File: src/rtl/ovl_pkg.sv
package ovl_pkg;

  typedef enum logic [1:0] {
    MD_OFF  = 2'b00,
    MD_EXT  = 2'b01,
    MD_INT  = 2'b10,
    MD_HARD = 2'b11
  } mode_e;

  // overlay share in eighths: 0, 1, 7 or 8
  typedef enum logic [1:0] {
    WT_NONE   = 2'b00,
    WT_EIGHTH = 2'b01,
    WT_SEVEN  = 2'b10,
    WT_FULL   = 2'b11
  } wt_e;

  // fixed colour-bar palette as 8-bit {Y, Cb, Cr}
  function automatic logic [23:0] bar_color(input logic [2:0] code);
    logic [23:0] c;
    case (code)
      3'd1:    c = {8'd35,  8'd212, 8'd114};
      3'd2:    c = {8'd65,  8'd100, 8'd212};
      3'd3:    c = {8'd84,  8'd184, 8'd198};
      3'd4:    c = {8'd112, 8'd72,  8'd58};
      3'd5:    c = {8'd131, 8'd156, 8'd44};
      3'd6:    c = {8'd162, 8'd44,  8'd142};
      3'd7:    c = {8'd235, 8'd128, 8'd128};
      default: c = {8'd16,  8'd128, 8'd128};
    endcase
    return c;
  endfunction

  function automatic wt_e lvl_to_wt(input logic [1:0] lvl);
    case (lvl)
      2'b00:   return WT_NONE;
      2'b01:   return WT_EIGHTH;
      2'b10:   return WT_SEVEN;
      default: return WT_FULL;
    endcase
  endfunction

endpackage

File: src/rtl/ovl_color_src.sv
module ovl_color_src #(
  parameter int DW = 8,
  parameter int CW = 3
) (
  input  logic [CW-1:0] code,
  input  logic [DW-1:0] pix_y,
  input  logic [DW-1:0] pix_cb,
  input  logic [DW-1:0] pix_cr,
  output logic [DW-1:0] col_y,
  output logic [DW-1:0] col_cb,
  output logic [DW-1:0] col_cr
);
  import ovl_pkg::*;

  localparam int SH = DW - 8;

  logic [23:0] k;
  logic [DW-1:0] ky, kcb, kcr;

  assign k = bar_color(code[2:0]);

  generate
    if (SH == 0) begin : g_native
      assign ky  = k[23:16];
      assign kcb = k[15:8];
      assign kcr = k[7:0];
    end else begin : g_scaled
      assign ky  = {k[23:16], {SH{1'b0}}};
      assign kcb = {k[15:8],  {SH{1'b0}}};
      assign kcr = {k[7:0],   {SH{1'b0}}};
    end
  endgenerate

  always_comb begin
    if (code == '0) begin
      col_y  = pix_y;
      col_cb = pix_cb;
      col_cr = pix_cr;
    end else begin
      col_y  = ky;
      col_cb = kcb;
      col_cr = kcr;
    end
  end

endmodule

File: src/rtl/ovl_stage.sv
module ovl_stage #(
  parameter int DW = 8,
  parameter int CW = 3,
  parameter int LW = 2
) (
  input  logic          clk,
  input  logic          rst,
  input  logic          in_valid,
  input  logic [DW-1:0] in_y,
  input  logic [DW-1:0] in_cb,
  input  logic [DW-1:0] in_cr,
  input  logic [CW-1:0] in_code,
  input  logic [LW-1:0] in_lvl,
  output logic          stg_full,
  output logic [DW-1:0] stg_y,
  output logic [DW-1:0] stg_cb,
  output logic [DW-1:0] stg_cr,
  output logic [CW-1:0] stg_code,
  output logic [LW-1:0] stg_lvl,
  output logic [CW-1:0] prv_code
);

  always_ff @(posedge clk) begin
    if (rst) begin
      stg_full <= 1'b0;
      stg_y    <= '0;
      stg_cb   <= '0;
      stg_cr   <= '0;
      stg_code <= '0;
      stg_lvl  <= '0;
      prv_code <= '0;
    end else if (in_valid) begin
      stg_full <= 1'b1;
      stg_y    <= in_y;
      stg_cb   <= in_cb;
      stg_cr   <= in_cr;
      stg_code <= in_code;
      stg_lvl  <= in_lvl;
      prv_code <= stg_code;
    end
  end

endmodule

File: src/rtl/ovl_wsel.sv
module ovl_wsel #(
  parameter int CW = 3,
  parameter int LW = 2
) (
  input  ovl_pkg::mode_e mode,
  input  logic [CW-1:0]  prv_code,
  input  logic [CW-1:0]  cur_code,
  input  logic [CW-1:0]  nxt_code,
  input  logic [LW-1:0]  cur_lvl,
  output logic [CW-1:0]  base_code,
  output logic [CW-1:0]  top_code,
  output ovl_pkg::wt_e   wt
);
  import ovl_pkg::*;

  always_comb begin
    base_code = '0;
    top_code  = cur_code;
    wt        = WT_NONE;
    case (mode)
      MD_EXT: begin
        if (cur_code != '0) wt = lvl_to_wt(cur_lvl[1:0]);
      end
      MD_HARD: begin
        if (cur_code != '0) wt = WT_FULL;
      end
      MD_INT: begin
        if (nxt_code != cur_code) begin
          // one pixel early: 1/8 of what comes next
          base_code = cur_code;
          top_code  = nxt_code;
          wt        = WT_EIGHTH;
        end else if (prv_code != cur_code) begin
          // first pixel after a change: 7/8 of the new colour
          base_code = prv_code;
          top_code  = cur_code;
          wt        = WT_SEVEN;
        end else begin
          base_code = cur_code;
          top_code  = cur_code;
          wt        = WT_NONE;
        end
      end
      default: begin
        top_code = '0;
        wt       = WT_NONE;
      end
    endcase
  end

endmodule

File: src/rtl/ovl_mix.sv
module ovl_mix #(
  parameter int DW = 8
) (
  input  logic [DW-1:0] base,
  input  logic [DW-1:0] top,
  input  ovl_pkg::wt_e  wt,
  output logic [DW-1:0] res
);
  import ovl_pkg::*;

  localparam int SW = DW + 3;

  logic [SW-1:0] b7, t7, lo_sum, hi_sum;

  // seven times a value as (x << 3) - x
  assign b7 = {base, 3'b000} - SW'(base);
  assign t7 = {top, 3'b000} - SW'(top);
  assign lo_sum = b7 + SW'(top) + SW'(4);
  assign hi_sum = SW'(base) + t7 + SW'(4);

  always_comb begin
    case (wt)
      WT_EIGHTH: res = lo_sum[SW-1:3];
      WT_SEVEN:  res = hi_sum[SW-1:3];
      WT_FULL:   res = top;
      default:   res = base;
    endcase
  end

endmodule

File: src/rtl/ovl_mixer_top.sv
module ovl_mixer_top #(
  parameter int DW = 8,
  parameter int CW = 3,
  parameter int LW = 2
) (
  input  logic          clk,
  input  logic          rst,
  input  logic [1:0]    mode,
  input  logic          in_valid,
  input  logic [DW-1:0] in_y,
  input  logic [DW-1:0] in_cb,
  input  logic [DW-1:0] in_cr,
  input  logic [CW-1:0] in_code,
  input  logic [LW-1:0] in_lvl,
  output logic          out_valid,
  output logic [DW-1:0] out_y,
  output logic [DW-1:0] out_cb,
  output logic [DW-1:0] out_cr
);
  import ovl_pkg::*;

  localparam int NCOMP = 3;

  logic          stg_full;
  logic [DW-1:0] stg_y, stg_cb, stg_cr;
  logic [CW-1:0] stg_code, prv_code;
  logic [LW-1:0] stg_lvl;

  logic [CW-1:0] base_code, top_code;
  wt_e           wt;
  mode_e         mode_q;

  logic [DW-1:0] base_y, base_cb, base_cr;
  logic [DW-1:0] top_y, top_cb, top_cr;
  logic [DW-1:0] base_c [NCOMP];
  logic [DW-1:0] top_c  [NCOMP];
  logic [DW-1:0] mix_c  [NCOMP];

  assign mode_q = mode_e'(mode);

  ovl_stage #(.DW(DW), .CW(CW), .LW(LW)) u_stage (
    .clk(clk), .rst(rst), .in_valid(in_valid),
    .in_y(in_y), .in_cb(in_cb), .in_cr(in_cr),
    .in_code(in_code), .in_lvl(in_lvl),
    .stg_full(stg_full), .stg_y(stg_y), .stg_cb(stg_cb), .stg_cr(stg_cr),
    .stg_code(stg_code), .stg_lvl(stg_lvl), .prv_code(prv_code)
  );

  ovl_wsel #(.CW(CW), .LW(LW)) u_wsel (
    .mode(mode_q), .prv_code(prv_code), .cur_code(stg_code),
    .nxt_code(in_code), .cur_lvl(stg_lvl),
    .base_code(base_code), .top_code(top_code), .wt(wt)
  );

  ovl_color_src #(.DW(DW), .CW(CW)) u_base_src (
    .code(base_code), .pix_y(stg_y), .pix_cb(stg_cb), .pix_cr(stg_cr),
    .col_y(base_y), .col_cb(base_cb), .col_cr(base_cr)
  );

  ovl_color_src #(.DW(DW), .CW(CW)) u_top_src (
    .code(top_code), .pix_y(stg_y), .pix_cb(stg_cb), .pix_cr(stg_cr),
    .col_y(top_y), .col_cb(top_cb), .col_cr(top_cr)
  );

  assign base_c[0] = base_y;
  assign base_c[1] = base_cb;
  assign base_c[2] = base_cr;
  assign top_c[0]  = top_y;
  assign top_c[1]  = top_cb;
  assign top_c[2]  = top_cr;

  generate
    for (genvar k = 0; k < NCOMP; k++) begin : g_comp
      ovl_mix #(.DW(DW)) u_mix (
        .base(base_c[k]), .top(top_c[k]), .wt(wt), .res(mix_c[k])
      );
    end
  endgenerate

  always_ff @(posedge clk) begin
    if (rst) begin
      out_valid <= 1'b0;
      out_y     <= '0;
      out_cb    <= '0;
      out_cr    <= '0;
    end else begin
      out_valid <= stg_full & in_valid;
      if (stg_full && in_valid) begin
        out_y  <= mix_c[0];
        out_cb <= mix_c[1];
        out_cr <= mix_c[2];
      end
    end
  end


  reset_quiet_chk: assert property (@(posedge clk) disable iff (rst)
    $past(rst) |-> !out_valid);


  valid_follows_input_chk: assert property (@(posedge clk) disable iff (rst)
    out_valid |-> $past(in_valid));


  off_passthru_chk: assert property (@(posedge clk) disable iff (rst)
    (out_valid && $past(mode) == MD_OFF) |->
      (out_y == $past(stg_y) && out_cb == $past(stg_cb) && out_cr == $past(stg_cr)));


  ext_code0_chk: assert property (@(posedge clk) disable iff (rst)
    (out_valid && $past(mode) == MD_EXT && $past(stg_code) == '0) |->
      (out_y == $past(stg_y) && out_cb == $past(stg_cb) && out_cr == $past(stg_cr)));


  hard_palette_chk: assert property (@(posedge clk) disable iff (rst)
    (out_valid && $past(mode) == MD_HARD && $past(stg_code) != '0) |->
      (out_y == $past(top_y) && out_cb == $past(top_cb) && out_cr == $past(top_cr)));

endmodule

File: config.mk
export PLATFORM = sky130hd
export DESIGN_NAME = ovl_mixer_top
export DESIGN_NICKNAME = d
export VERILOG_FILES = /design/src/rtl/ovl_pkg.sv /design/src/rtl/ovl_color_src.sv /design/src/rtl/ovl_stage.sv /design/src/rtl/ovl_wsel.sv /design/src/rtl/ovl_mix.sv /design/src/rtl/ovl_mixer_top.sv
export SDC_FILE = /design/constraint.sdc
export NUM_CORES = 1
export LEC_CHECK = 0
export BUFFER_PORTS_ARGS = -buffer_cell sky130_fd_sc_hd__buf_2
export CORE_ASPECT_RATIO = 1.5
export CORE_MARGIN = 4
export CORE_UTILIZATION = 35
export CTS_CLUSTER_SIZE = 8
export DETAILED_ROUTE_END_ITERATION = 8
export PLACE_DENSITY = 0.48
export SYNTH_ARGS = -nofsm -noshare
export SYNTH_HDL_FRONTEND = slang
export SYNTH_HIERARCHICAL = 1
export SYNTH_SLANG_ARGS = --single-unit
File: constraint.sdc
create_clock -name clk -period 6 [get_ports clk]
set_input_delay 0.3 -clock clk [delete_from_list [all_inputs] [get_ports clk]]
set_output_delay 0.3 -clock clk [all_outputs]
set_load 0.02 [all_outputs]
---- Word-level counts from Yosys, hierarchy flattened ----
Cells that the tools add are included.
storage, ports and cells
  input bits .............................. 34
  logic and storage cells ................. 82
  bits in registers ....................... 58
  output and inout bits ................... 25
operators by class
  muxes and demuxes ....................... 22
  eq/ne operators ......................... 24
  reductions and logical operators ........ 6
  bitwise logic cells ..................... 1
  $add $sub $neg .......................... 18
operator list
  kind                     number
  $pmux W24 S7             2
  $pmux W8 S3              3
  $add A11 B3 Y11 const B  6
  $sub A11 B8 Y11          6
  $mux W8                  6
  $add A11 B8 Y11          3
  $add A8 B11 Y11          3
  $eq A3 B3 Y1 const B     8
  $eq A3 B2 Y1 const B     4
  $mux W3                  4
  $pmux W2 S3              2
  $eq A2 B2 Y1 const B     5
  $mux W2                  4
  $eq A2 B1 Y1 const B     3
  $eq A3 B1 Y1 const B     2
  $logic_not A3 Y1         2
  $ne A3 B3 Y1             2
  $pmux W3 S2              1
  $reduce_bool A3 Y1       1
  $logic_not A2 Y1         1
  $reduce_or A2 Y1         1
  $and A1 B1 Y1            1
  $logic_and A1 B1 Y1      1

---- Depth between registers and ports, before layout ----
Gate-level depths: netlist (run 1).
  depth after elaboration ................. 11
  mapped depth ............................ 22
  depth with buffers taken out ............ 19

---- Hierarchy ----
Netlist (run 1), hierarchy kept.
by module, submodules not included
  module                      times used  area each (um^2)  seq. area each (um^2)  cells each
  ovl_mix at g_comp[0].u_mix  1           1,357.6           0.0                    176
  ovl_mix at g_comp[1].u_mix  1           1,315.0           0.0                    168
  ovl_mix at g_comp[2].u_mix  1           1,204.9           0.0                    146
  ovl_stage                   1           1,198.6           660.6                  107
  ovl_mixer_top               1           1,148.6           500.5                  112
  ovl_color_src               2           369.1             0.0                    69
  ovl_wsel                    1           300.3             0.0                    39

---- Worst setup path before layout (run 1) ----
OpenSTA, ideal clock, no wires.
  kind .................................... reg2reg
  start point ............................. register u_stage.stg_code[0]
  end point ............................... register out_cr[5]
  arrival time ............................ 4,270 ps
  stages on the path, launching flop included .. 20
  buffers on the path ..................... 1
  library setup time ...................... 132 ps
  slack ................................... 1,598 ps
  period minus slack after synthesis ...... 4,402 ps
  cells stage by stage .................... dfxtp_1 -> buf_4 -> xor2_2 -> o31ai_1 -> a21oi_1 -> clkinv_1 -> ha_1 -> o21ai_0 -> inv_1 -> fa_1 -> inv_1 -> ha_1 -> or2_1 -> a311oi_1 -> o31ai_1 -> a21oi_1 -> xnor2_1 -> mux4_2 -> nand3_1 -> a21oi_1
RTL lines
  what                    RTL line             text
  start, declared         ovl_stage.sv:18      output logic [CW-1:0] stg_code,
  start signal, assigned  ovl_stage.sv:37      stg_code <= in_code;
  end signal, assigned    ovl_mixer_top.sv:91  out_cr <= mix_c[2];
  end, declared           ovl_mixer_top.sv:18  output logic [DW-1:0] out_cr

==> flow_metrics.tcl, run 1 <==
set metrics [dict create \
    outcome "complete, no violations" \
    gp_congestion 0.891 \
    cap_violations 0 \
    clock-sinks 58 \
    yosysMostFrequentCell "inv_1" \
    pre_cts_slack_ps 1160 \
    fin_crit_sh_pct 80.6 \
    yosys.area.top_type "dfxtp_1" \
    crit_path_start_kind "register" \
    synth-edff-count 0 \
    fp.dieArea_sq_um 23200 \
    tns_ps 0 \
    rr_endpoint "out_cr[6]$_SDFFE_PP0P_" \
    clockPowerShare_pct 22.4 \
    cts_tree "yes" \
    pwr-share-comb_pct 59.2 \
    p_sw_share_pct 43.7 \
    max_freq_mhz 207 \
    wl_met3_um 627 \
    fin_crit_ps 4830 \
    powerDensity_nw_per_um2 300 \
    seqCellArea_sq_um 1160 \
    final_nets 1052 \
    synth.ff_latch_count 58 \
    slew_violations 0 \
    worst_pin_slew_ps 1160 \
    wl_met2_um 11300 \
    antenna_found_initial 0 \
    avgSynthCellArea_sq_um 8.20 \
    hpwl_um 16800 \
    cts_resized 0 \
    start_util_pct 35.6 \
    worstHoldPathType "in2reg" \
    highest_layer "met4" \
    cts_hold_buffers 0 \
    synth.top_cells.by_area "dfxtp_1, ha_1, fa_1, inv_1, mux2i_1" \
    r2r_slack_ps 1170 \
    wire_per_inst_um 17.6 \
    final_hold_viol_count 0 \
    dieHeight_um 184 \
    worst_clock_skew_ps 12.2 \
    grt_pass1_vias 6262 \
    cp.arrival_ps 5100 \
    leakage_nw 3.66 \
    yosys_warnings 6 \
    vias_per_cell 5.15 \
    cts_root_buf "clkbuf_16" \
    finalPower_mw 2.39 \
    power.switching_mw 1.05 \
    r2r_start "u_stage/stg_code[0]$_SDFFE_PP0P_" \
    postCtsSetupBuffers 0 \
    syn2layout_area_growth_pct 9.97 \
    ff2ff_path_depth 20 \
    drtIter0Drc 327 \
    rows 64 \
    drtAntennaViolNets 0 \
    grt_overflow_total 0 \
    multiInputGateArea_sq_um 5280 \
    clkTransAtPathRegs_ps 60 \
    coreArea_sq_um 20400 \
    synth.cell_area_sq_um 7260 \
    setup_viol 0 \
    drive_gt1_share_pct 16.3 \
    netlist_instances 886 \
    synth_common_cells "inv_1, nor2_1, ha_1, a21oi_1, dfxtp_1" \
    internal-power_mw 1.35 \
    fin_hold_ws_ps 193 \
    ys_seq_area_share_pct 16.0 \
    cts_buffers 9 \
    drt-total-wl_um 21000 \
    ys_types 80 \
    min_path_cells 3 \
    n_antenna_cell 0 \
    port_buffers 58 \
    grt_usage_pct 18.4 \
    clk_latency_ps 340 \
    syn_nets 1014 \
    required_ps 6260 \
    vias 6144 \
    end_kind "register" \
    io_pins 59 \
    rsz0062_at_grt "no" \
    fill_cells 2174 \
    ir_worst_vdd_mv 0.196 \
    hold_path_startpoint "in_y[0]" \
    synth_top_area_share_pct 16.0 \
    die_w_um 126 \
    relSlewSlack_pct 22.4 \
    clockBufferDepth 2 \
    htree_levels 3 \
    wl_met1_um 8370 \
    grt_first_pass_wirelength_um 33600 \
    grt_max_degree 83 \
    worst_slack_ps 1170 \
    synthArstFlopShare_pct 0 \
    pwr-share-seq_pct 18.4 \
    worst_hold_path.endpoint "u_stage/stg_y[0]$_SDFFE_PP0P_" \
    cp_max_fo 16 \
    drc 0 \
    path_class "reg2reg" \
    first_pass_iters 6 \
    synth_ff_type "dfxtp_1" \
]
-- how the worst max path moves through the flow --
stage	start	endpoint	depth (start not counted)
4_1_cts	u_stage/stg_code[0]$_SDFFE_PP0P_	out_cr[6]$_SDFFE_PP0P_	20
3_5_place_dp	u_stage/stg_code[0]$_SDFFE_PP0P_	out_y[6]$_SDFFE_PP0P_	18
2_1_floorplan	u_stage/stg_code[0]$_SDFFE_PP0P_	out_cr[5]$_SDFFE_PP0P_	19
3_3_place_gp	u_stage/stg_code[0]$_SDFFE_PP0P_	out_cr[6]$_SDFFE_PP0P_	20
5_1_grt	u_stage/stg_code[0]$_SDFFE_PP0P_	out_cr[6]$_SDFFE_PP0P_	20
6_report	u_stage/stg_code[0]$_SDFFE_PP0P_	out_cr[6]$_SDFFE_PP0P_	20
-- power by group through the flow --
stage	sequential (mW)	clock, mW	combinational (mW)
floorplan	0.447	0	1.09
global placement	0.450	0	1.43
detailed placement	0.450	0	1.42
CTS	0.442	0.554	1.43
global route	0.445	0.569	1.58
finish	0.442	0.535	1.42
-- critical path, stage by stage, from the launching register on --
cell      delay [ps]
dfxtp_1          550
xor2_2           230
o31ai_1          110
a21oi_1          170
buf_4            240
clkinv_1         110
ha_1             270
o21ai_0          350
inv_1            160
fa_1             520
inv_1             40
ha_1             180
or2_1            240
a311oi_1         380
o31ai_1          220
a31oi_1          310
xor2_1           120
o211ai_1         180
o41a_1           170
nand3_1           60
a21oi_1          160
-- kinds of logic (layout without fill, tap and decap cells) --
family / count (synthesis) / count (layout) / synth area share (%)
compound gates: 226 / 226 / 22.2
buf+inv: 184 / 227 / 11.8
flops: 58 / 58 / 16.0
simple gates: 223 / 223 / 15.2
fa+ha+maj: 94 / 94 / 19.3
mux: 47 / 47 / 8.37
xor+xnor: 54 / 54 / 7.13
-- per-stage QoR --
step	utilization [%]	area [sq um]	instances
floorplan	-	7260	886
global placement	37.7	7690	1177
detailed placement	37.7	7690	1177
CTS	39.1	7990	1193
global route	39.1	7990	1193
finish	39.1	7990	1193
-- per-layer routing --
| layer | vias up | GRT usage (%) |
|---|---|---|
| met1 | 2903 | 20.8 |
| met4 | 0 | 7.34 |
| met5 | - | 0 |
| met3 | 24 | 2.23 |
| li1 | 3107 | - |
| met2 | 110 | 34.9 |
-- cell usage in the layout (no fill, tap or decap), types with 6 or more instances in the layout --
cell type  Yosys  routed
o31ai_1       10       9
dfxtp_1       58      57
buf_4          3      16
a31oi_1       11      11
o211ai_1       7       7
nand3_2        9       9
and2_1         6       6
ha_1          64      64
xor2_1        19      19
inv_1        135     135
a21oi_2       10      11
xnor2_1       29      29
fa_1          30      30
o21ai_1        5       7
nand2_1       50      50
buf_2         16      57
nor3_1        18      18
a21oi_1       61      60
nand2b_1      12      12
clkbuf_16      0       9
a21o_1         9       9
o21ai_0       32      29
mux4_2        11      11
nand3_1       30      30
a211oi_1       9       9
mux2i_1       36      36
a21bo_1       20      20
nor2_1        68      68
-- registers in the layout, summed over array words and instances (netlist names), 2 cells and up --
register / count
out_cb: 8
out_cr: 8
out_y: 8
u_stage/prv_code: 3
u_stage/stg_cb: 8
u_stage/stg_code: 3
u_stage/stg_cr: 8
u_stage/stg_lvl: 2
u_stage/stg_y: 8
-- area by class of cell --
type / count / area share, %
inverters: 138 / 6.48
clock inverters: 5 / 0.674
clock buffers: 11 / 3.04
flip-flops and latches: 58 / 14.6
well taps: 264 / 4.14
repair buffers: 73 / 5.08
multi-input cells: 644 / 66.0
(Power assumes the default switching activity.)
==> inputs of run 2 (changes only) <==
--- a/config.mk
+++ b/config.mk
@@ -5,6 +5,7 @@
 export SDC_FILE = /design/constraint.sdc
 export NUM_CORES = 1
 export LEC_CHECK = 0
+export ABC_AREA = 1
 export BUFFER_PORTS_ARGS = -buffer_cell sky130_fd_sc_hd__buf_2
 export CORE_ASPECT_RATIO = 1.5
 export CORE_MARGIN = 4
==> constraint.sdc (replaced) <==
create_clock -name clk -period 4.9 [get_ports clk]
set_input_delay 0.245 -clock clk [delete_from_list [all_inputs] [get_ports clk]]
set_output_delay 0.245 -clock clk [all_outputs]
set_load 0.02 [all_outputs]
==> flow_metrics.tcl, run 2 <==
set metrics [dict create \
    relSlewSlack_pct 31.4 \
    cts_buffers 9 \
    worst_clock_skew_ps 8.99 \
    synth.top_cells.by_area "nand2_1, dfxtp_1, inv_1, ha_1, nor2_1" \
    cap_violations 0 \
    htree_levels 3 \
    slew_violations 0 \
    syn_nets 1511 \
    cp_max_fo 15 \
    finalPower_mw 3.29 \
    first_pass_iters 5 \
    required_ps 5140 \
    synth_top_area_share_pct 20.8 \
    grt_pass1_vias 7968 \
    netlist_instances 1383 \
    cts_tree "yes" \
    port_buffers 58 \
    hpwl_um 20800 \
    slowest_delay_ps 500 \
    drtAntennaViolNets 0 \
    seqCellArea_sq_um 1160 \
    grt_max_degree 67 \
    synthArstFlopShare_pct 0 \
    setup_viol 0 \
    start_util_pct 35.8 \
    drtIter0Drc 416 \
    final_hold_viol_count 0 \
    clockBufferDepth 2 \
    crit_top_cell "nand2_1" \
    dieHeight_um 191 \
    ys_types 37 \
    synth_common_cells "nand2_1, inv_1, nor2_1, nand3_1, ha_1" \
    final_common_cell "nand2_1" \
    fill_cells 2503 \
    wire_per_inst_um 14.7 \
    drc 0 \
    rows 66 \
    avgSynthCellArea_sq_um 5.67 \
    cts_root_buf "clkbuf_16" \
    n_antenna_cell 0 \
    grt_overflow_total 0 \
    gp_congestion 0.925 \
    worstHoldPathType "in2reg" \
    synth.ff_latch_count 58 \
    path_class "reg2reg" \
    worstPathCellList "inv_1, nand2_1, nand2_2, nor2_4, nand2_2, nand3_1, nand2_1, inv_1, nand2_2, inv_4, nand2_1, nand2_1, inv_1, fa_1, inv_1, ha_1, a21oi_1, o21ai_0, nand2_1, nand4_1, nand3_1, nand4_1, nor2_1, nor2_1" \
    cts_resized 0 \
    crit_family "simple AND/OR/NAND/NOR gates" \
    fin_crit_sh_pct 89.0 \
    end_kind "register" \
    drive_gt1_share_pct 9.17 \
    synth.cell_area_sq_um 7840 \
    fin_crit_ps 4360 \
    vias 8094 \
    multiInputGateArea_sq_um 5300 \
    cp.arrival_ps 4600 \
    final_cell_mix "nand2_1, inv_1, nor2_1" \
    coreArea_sq_um 21900 \
    fp.dieArea_sq_um 24900 \
    cp_num_buf_inv 5 \
    yosysMostFrequentCell "nand2_1" \
    cts_hold_buffers 0 \
    max_freq_mhz 229 \
    drt-total-wl_um 25200 \
    yosys_warnings 6 \
    clkTransAtPathRegs_ps 60 \
    tns_ps 0 \
    synth-edff-count 0 \
    clock-sinks 58 \
    ir_worst_vdd_mv 0.179 \
    grt_usage_pct 21.0 \
    critical-path-slowest-cell "fa_1" \
    ys_seq_area_share_pct 14.8 \
    yosys.area.top_type "nand2_1" \
    grt_first_pass_wirelength_um 40600 \
    outcome "complete, no violations" \
    antenna_found_initial 0 \
    syn2layout_area_growth_pct 10.9 \
    clk_latency_ps 350 \
    synth_ff_type "dfxtp_1" \
    postCtsSetupBuffers 0 \
    powerDensity_nw_per_um2 379 \
    rsz0062_at_grt "no" \
    die_w_um 130 \
    leakage_nw 5.11 \
    crit_path_start_kind "register" \
    io_pins 59 \
    vias_per_cell 4.73 \
    worst_pin_slew_ps 1030 \
    final_nets 1563 \
]
-- run 2: changes by cell type in the layout (fill, tap and decap cells not counted), moves of 26 or more --
| cell | change |
|---|---|
| nor2_1 | +105 |
| mux2i_1 | -36 |
| a21oi_1 | -36 |
| xnor2_1 | -26 |
| nand3_1 | +80 |
| inv_1 | +164 |
| nand2_1 | +385 |
| nand4_1 | +27 |
-- run 2: final cells by class --
cell class | count | share of cell area [%]
Multi-Input combinational cell | 986 | 61.0
Tap cell | 272 | 3.92
Clock inverter | 7 | 1.44
Timing Repair Buffer | 66 | 4.03
Inverter | 314 | 13.6
Clock buffer | 9 | 2.59
Sequential cell | 58 | 13.4
-- run 2: cell families (layout without fill, tap and decap cells) --
logic type,Yosys count,after routing,synth area share (%)
and+or+nand+nor,806,806,43.2
buffers and inverters,339,396,17.5
adders and majority gates,94,94,17.9
AOI/OAI and AO/OA,79,79,5.73
DFF,58,58,14.8
xor gates and xnor gates,7,7,0.878
-- run 2: layer usage --
| layer | part of all wire (%) | vias up | GRT usage [%] |
|---|---|---|---|
| li1 | - | 4291 | - |
| met1 | 41 | 3630 | 23.3 |
| met2 | 52 | 122 | 38.9 |
| met3 | 2.3 | 51 | 2.77 |
| met4 | 4.5 | 0 | 9.64 |
| met5 | 0 | - | 0 |
-- run 2: power by group --
part / leakage (nW) / internal, mW / switching (mW)
clock: 0.170 / 0.501 / 0.263
combinational: 4.46 / 0.687 / 1.30
sequential: 0.480 / 0.506 / 0.0295
-- run 2: metrics by stage --
| step | util (%) | area [sq um] | hold slack (ps) | setup WS, ps | instances |
|---|---|---|---|---|---|
| final | 39.7 | 8690 | 124 | 539 | 1712 |
| after global routing | 39.7 | 8690 | 136 | 55.5 | 1712 |
| after floorplan | - | 7840 | 317 | 1470 | 1383 |
| after detailed placement | 38.1 | 8340 | 465 | 521 | 1696 |
| after global placement | 38.1 | 8340 | 463 | 616 | 1696 |
| after CTS | 39.7 | 8690 | 127 | 504 | 1712 |
-- run 2: final timing paths --
path                                         start                               to  slack (ps)  depth (start not counted)
setup / recovery  u_stage/stg_code[1]$_SDFFE_PP0P_            out_y[7]$_SDFFE_PP0P_         540                         24
setup reg to reg  u_stage/stg_code[1]$_SDFFE_PP0P_            out_y[7]$_SDFFE_PP0P_         540                         24
hold / removal                                 rst    u_stage/stg_full$_SDFFE_PP0P_         120                          2
hold reg to reg    u_stage/stg_lvl[0]$_SDFFE_PP0P_  u_stage/stg_lvl[0]$_SDFFE_PP0P_         470                          2
==> inputs of run 3 (changes only) <==
--- a/config.mk
+++ b/config.mk
@@ -9,10 +9,10 @@
 export BUFFER_PORTS_ARGS = -buffer_cell sky130_fd_sc_hd__buf_2
 export CORE_ASPECT_RATIO = 1.5
 export CORE_MARGIN = 4
-export CORE_UTILIZATION = 35
+export CORE_UTILIZATION = 63
 export CTS_CLUSTER_SIZE = 8
 export DETAILED_ROUTE_END_ITERATION = 8
-export PLACE_DENSITY = 0.48
+export PLACE_DENSITY = 0.8
 export SYNTH_ARGS = -nofsm -noshare
 export SYNTH_HDL_FRONTEND = slang
 export SYNTH_HIERARCHICAL = 1
==> flow_metrics.tcl, run 3 (synthesis gave the netlist of run 2 again) <==
set metrics [dict create \
    place_area_sq_um 8180 \
    final_common_cell "nand2_1" \
    grt_overflow_total 0 \
    required_ps 5120 \
    cts_hold_buffers 0 \
    vias_per_cell 5.27 \
    clockBufferDepth 2 \
    multiInputGateArea_sq_um 5300 \
    dieHeight_um 145 \
    io_pins 59 \
    cp.arrival_ps 4590 \
    htree_levels 3 \
    start_util_pct 64.9 \
    grt_pass1_vias 8122 \
    drive_gt1_share_pct 9.10 \
    finalPower_mw 3.22 \
    tns_ps 0 \
    drtIter0Drc 466 \
    slew_violations 0 \
    hpwl_um 18000 \
    worstHoldPathType "in2reg" \
    syn2layout_area_growth_pct 8.57 \
    final_hold_viol_count 0 \
    fin_crit_ps 4370 \
    die_w_um 99.1 \
    setup_viol 0 \
    grt_max_degree 66 \
    worst_pin_slew_ps 946 \
    drt-total-wl_um 22300 \
    cts_root_buf "clkbuf_16" \
    cts_tree "yes" \
    coreArea_sq_um 12100 \
    powerDensity_nw_per_um2 378 \
    final_nets 1562 \
    vias 8393 \
    final_cell_mix "nand2_1, inv_1, nor2_1" \
    port_buffers 58 \
    dp.cells 1576 \
    outcome "complete, no violations" \
    ir_worst_vdd_mv 0.249 \
    leakage_nw 5.09 \
    cts_resized 0 \
    clock-sinks 58 \
    clkTransAtPathRegs_ps 60 \
    first_pass_iters 5 \
    end_kind "register" \
    cap_violations 0 \
    rsz0062_at_grt "no" \
    rows 49 \
    relSlewSlack_pct 36.7 \
    n_antenna_cell 0 \
    wire_per_inst_um 14.0 \
    grt_first_pass_wirelength_um 37100 \
    cts_buffers 9 \
    seqCellArea_sq_um 1160 \
    worst_clock_skew_ps 7.56 \
    postCtsSetupBuffers 0 \
    fp.dieArea_sq_um 14300 \
    cp_max_fo 15 \
    fill_cells 1180 \
    drtAntennaViolNets 0 \
    drc 0 \
    antenna_found_initial 0 \
    max_freq_mhz 229 \
    grt_usage_pct 32.1 \
    crit_path_start_kind "register" \
    clk_latency_ps 330 \
    fin_util_pct 70.4 \
    path_class "reg2reg" \
    gp_congestion 1.03 \
    fin_crit_sh_pct 89.2 \
    final_cells 1592 \
    final_cell_area_sq_um 8510 \
]
==> run 3: cell count changes in the layout (fill, tap and decap cells not counted), sizes merged <==
| cell | change |
|---|---|
| clkinvlp | +2 |
| buf | -1 |
| clkbuf | +1 |
| clkinv | -2 |
| bufinv | -1 |
==> run 3: per-stage QoR <==
step	hold WS [ps]	setup WS (ps)
detailed placement	455	636
floorplan	317	1470
global placement	450	711
global route	137	133
CTS	112	615
finish	117	528
==> run 3: routing by layer <==
metal / share of wire (%) / track usage, % / wire length, um
met2: 50 / 57.4 / 11100
met5: 0 / 0 / 0
met1: 39 / 35.5 / 8670
met3: 4.9 / 4.10 / 1090
met4: 6.6 / 20.8 / 1480
==> run 3: where the power goes <==
part           switching (mW)  internal (mW)
logic                    1.30          0.688
registers              0.0274          0.506
clock network           0.237          0.460
==> run 3: path summary, 6_finish.rpt <==
kind,start,end,slack (ps),cells past startpoint
setup / recovery,u_stage/stg_code[1]$_SDFFE_PP0P_,out_cr[1]$_SDFFE_PP0P_,530,21
hold / removal,rst,out_valid$_SDFF_PP0_,120,2
setup reg to reg,u_stage/stg_code[1]$_SDFFE_PP0P_,out_cr[1]$_SDFFE_PP0P_,530,21
hold reg to reg,u_stage/stg_lvl[1]$_SDFFE_PP0P_,u_stage/stg_lvl[1]$_SDFFE_PP0P_,470,2
==> run 3: cell type report <==
type | instances | area share (%)
Sequential cell | 58 | 13.6
Multi-Input combinational cell | 986 | 62.3
Inverter | 314 | 13.9
Clock inverter | 6 | 1.04
Tap cell | 153 | 2.25
Clock buffer | 10 | 2.81
Timing Repair Buffer | 65 | 4.03
==> run 3: critical path, cell delays in order (launching register included) <==
cell     delay [ps]
dfxtp_1         400
inv_1           110
nand2_1          80
nand2_2          60
nor2_4          130
nand2_2          90
nand3_1          80
nand2_1         230
inv_1           410
nand2_2         210
nor2_1          360
inv_2           100
fa_1            510
inv_1            40
ha_1            340
a21oi_1         270
nand2_2         120
or2_2           280
nand3_1          90
nand4_1         120
nor2_1          130
nor2_1           70
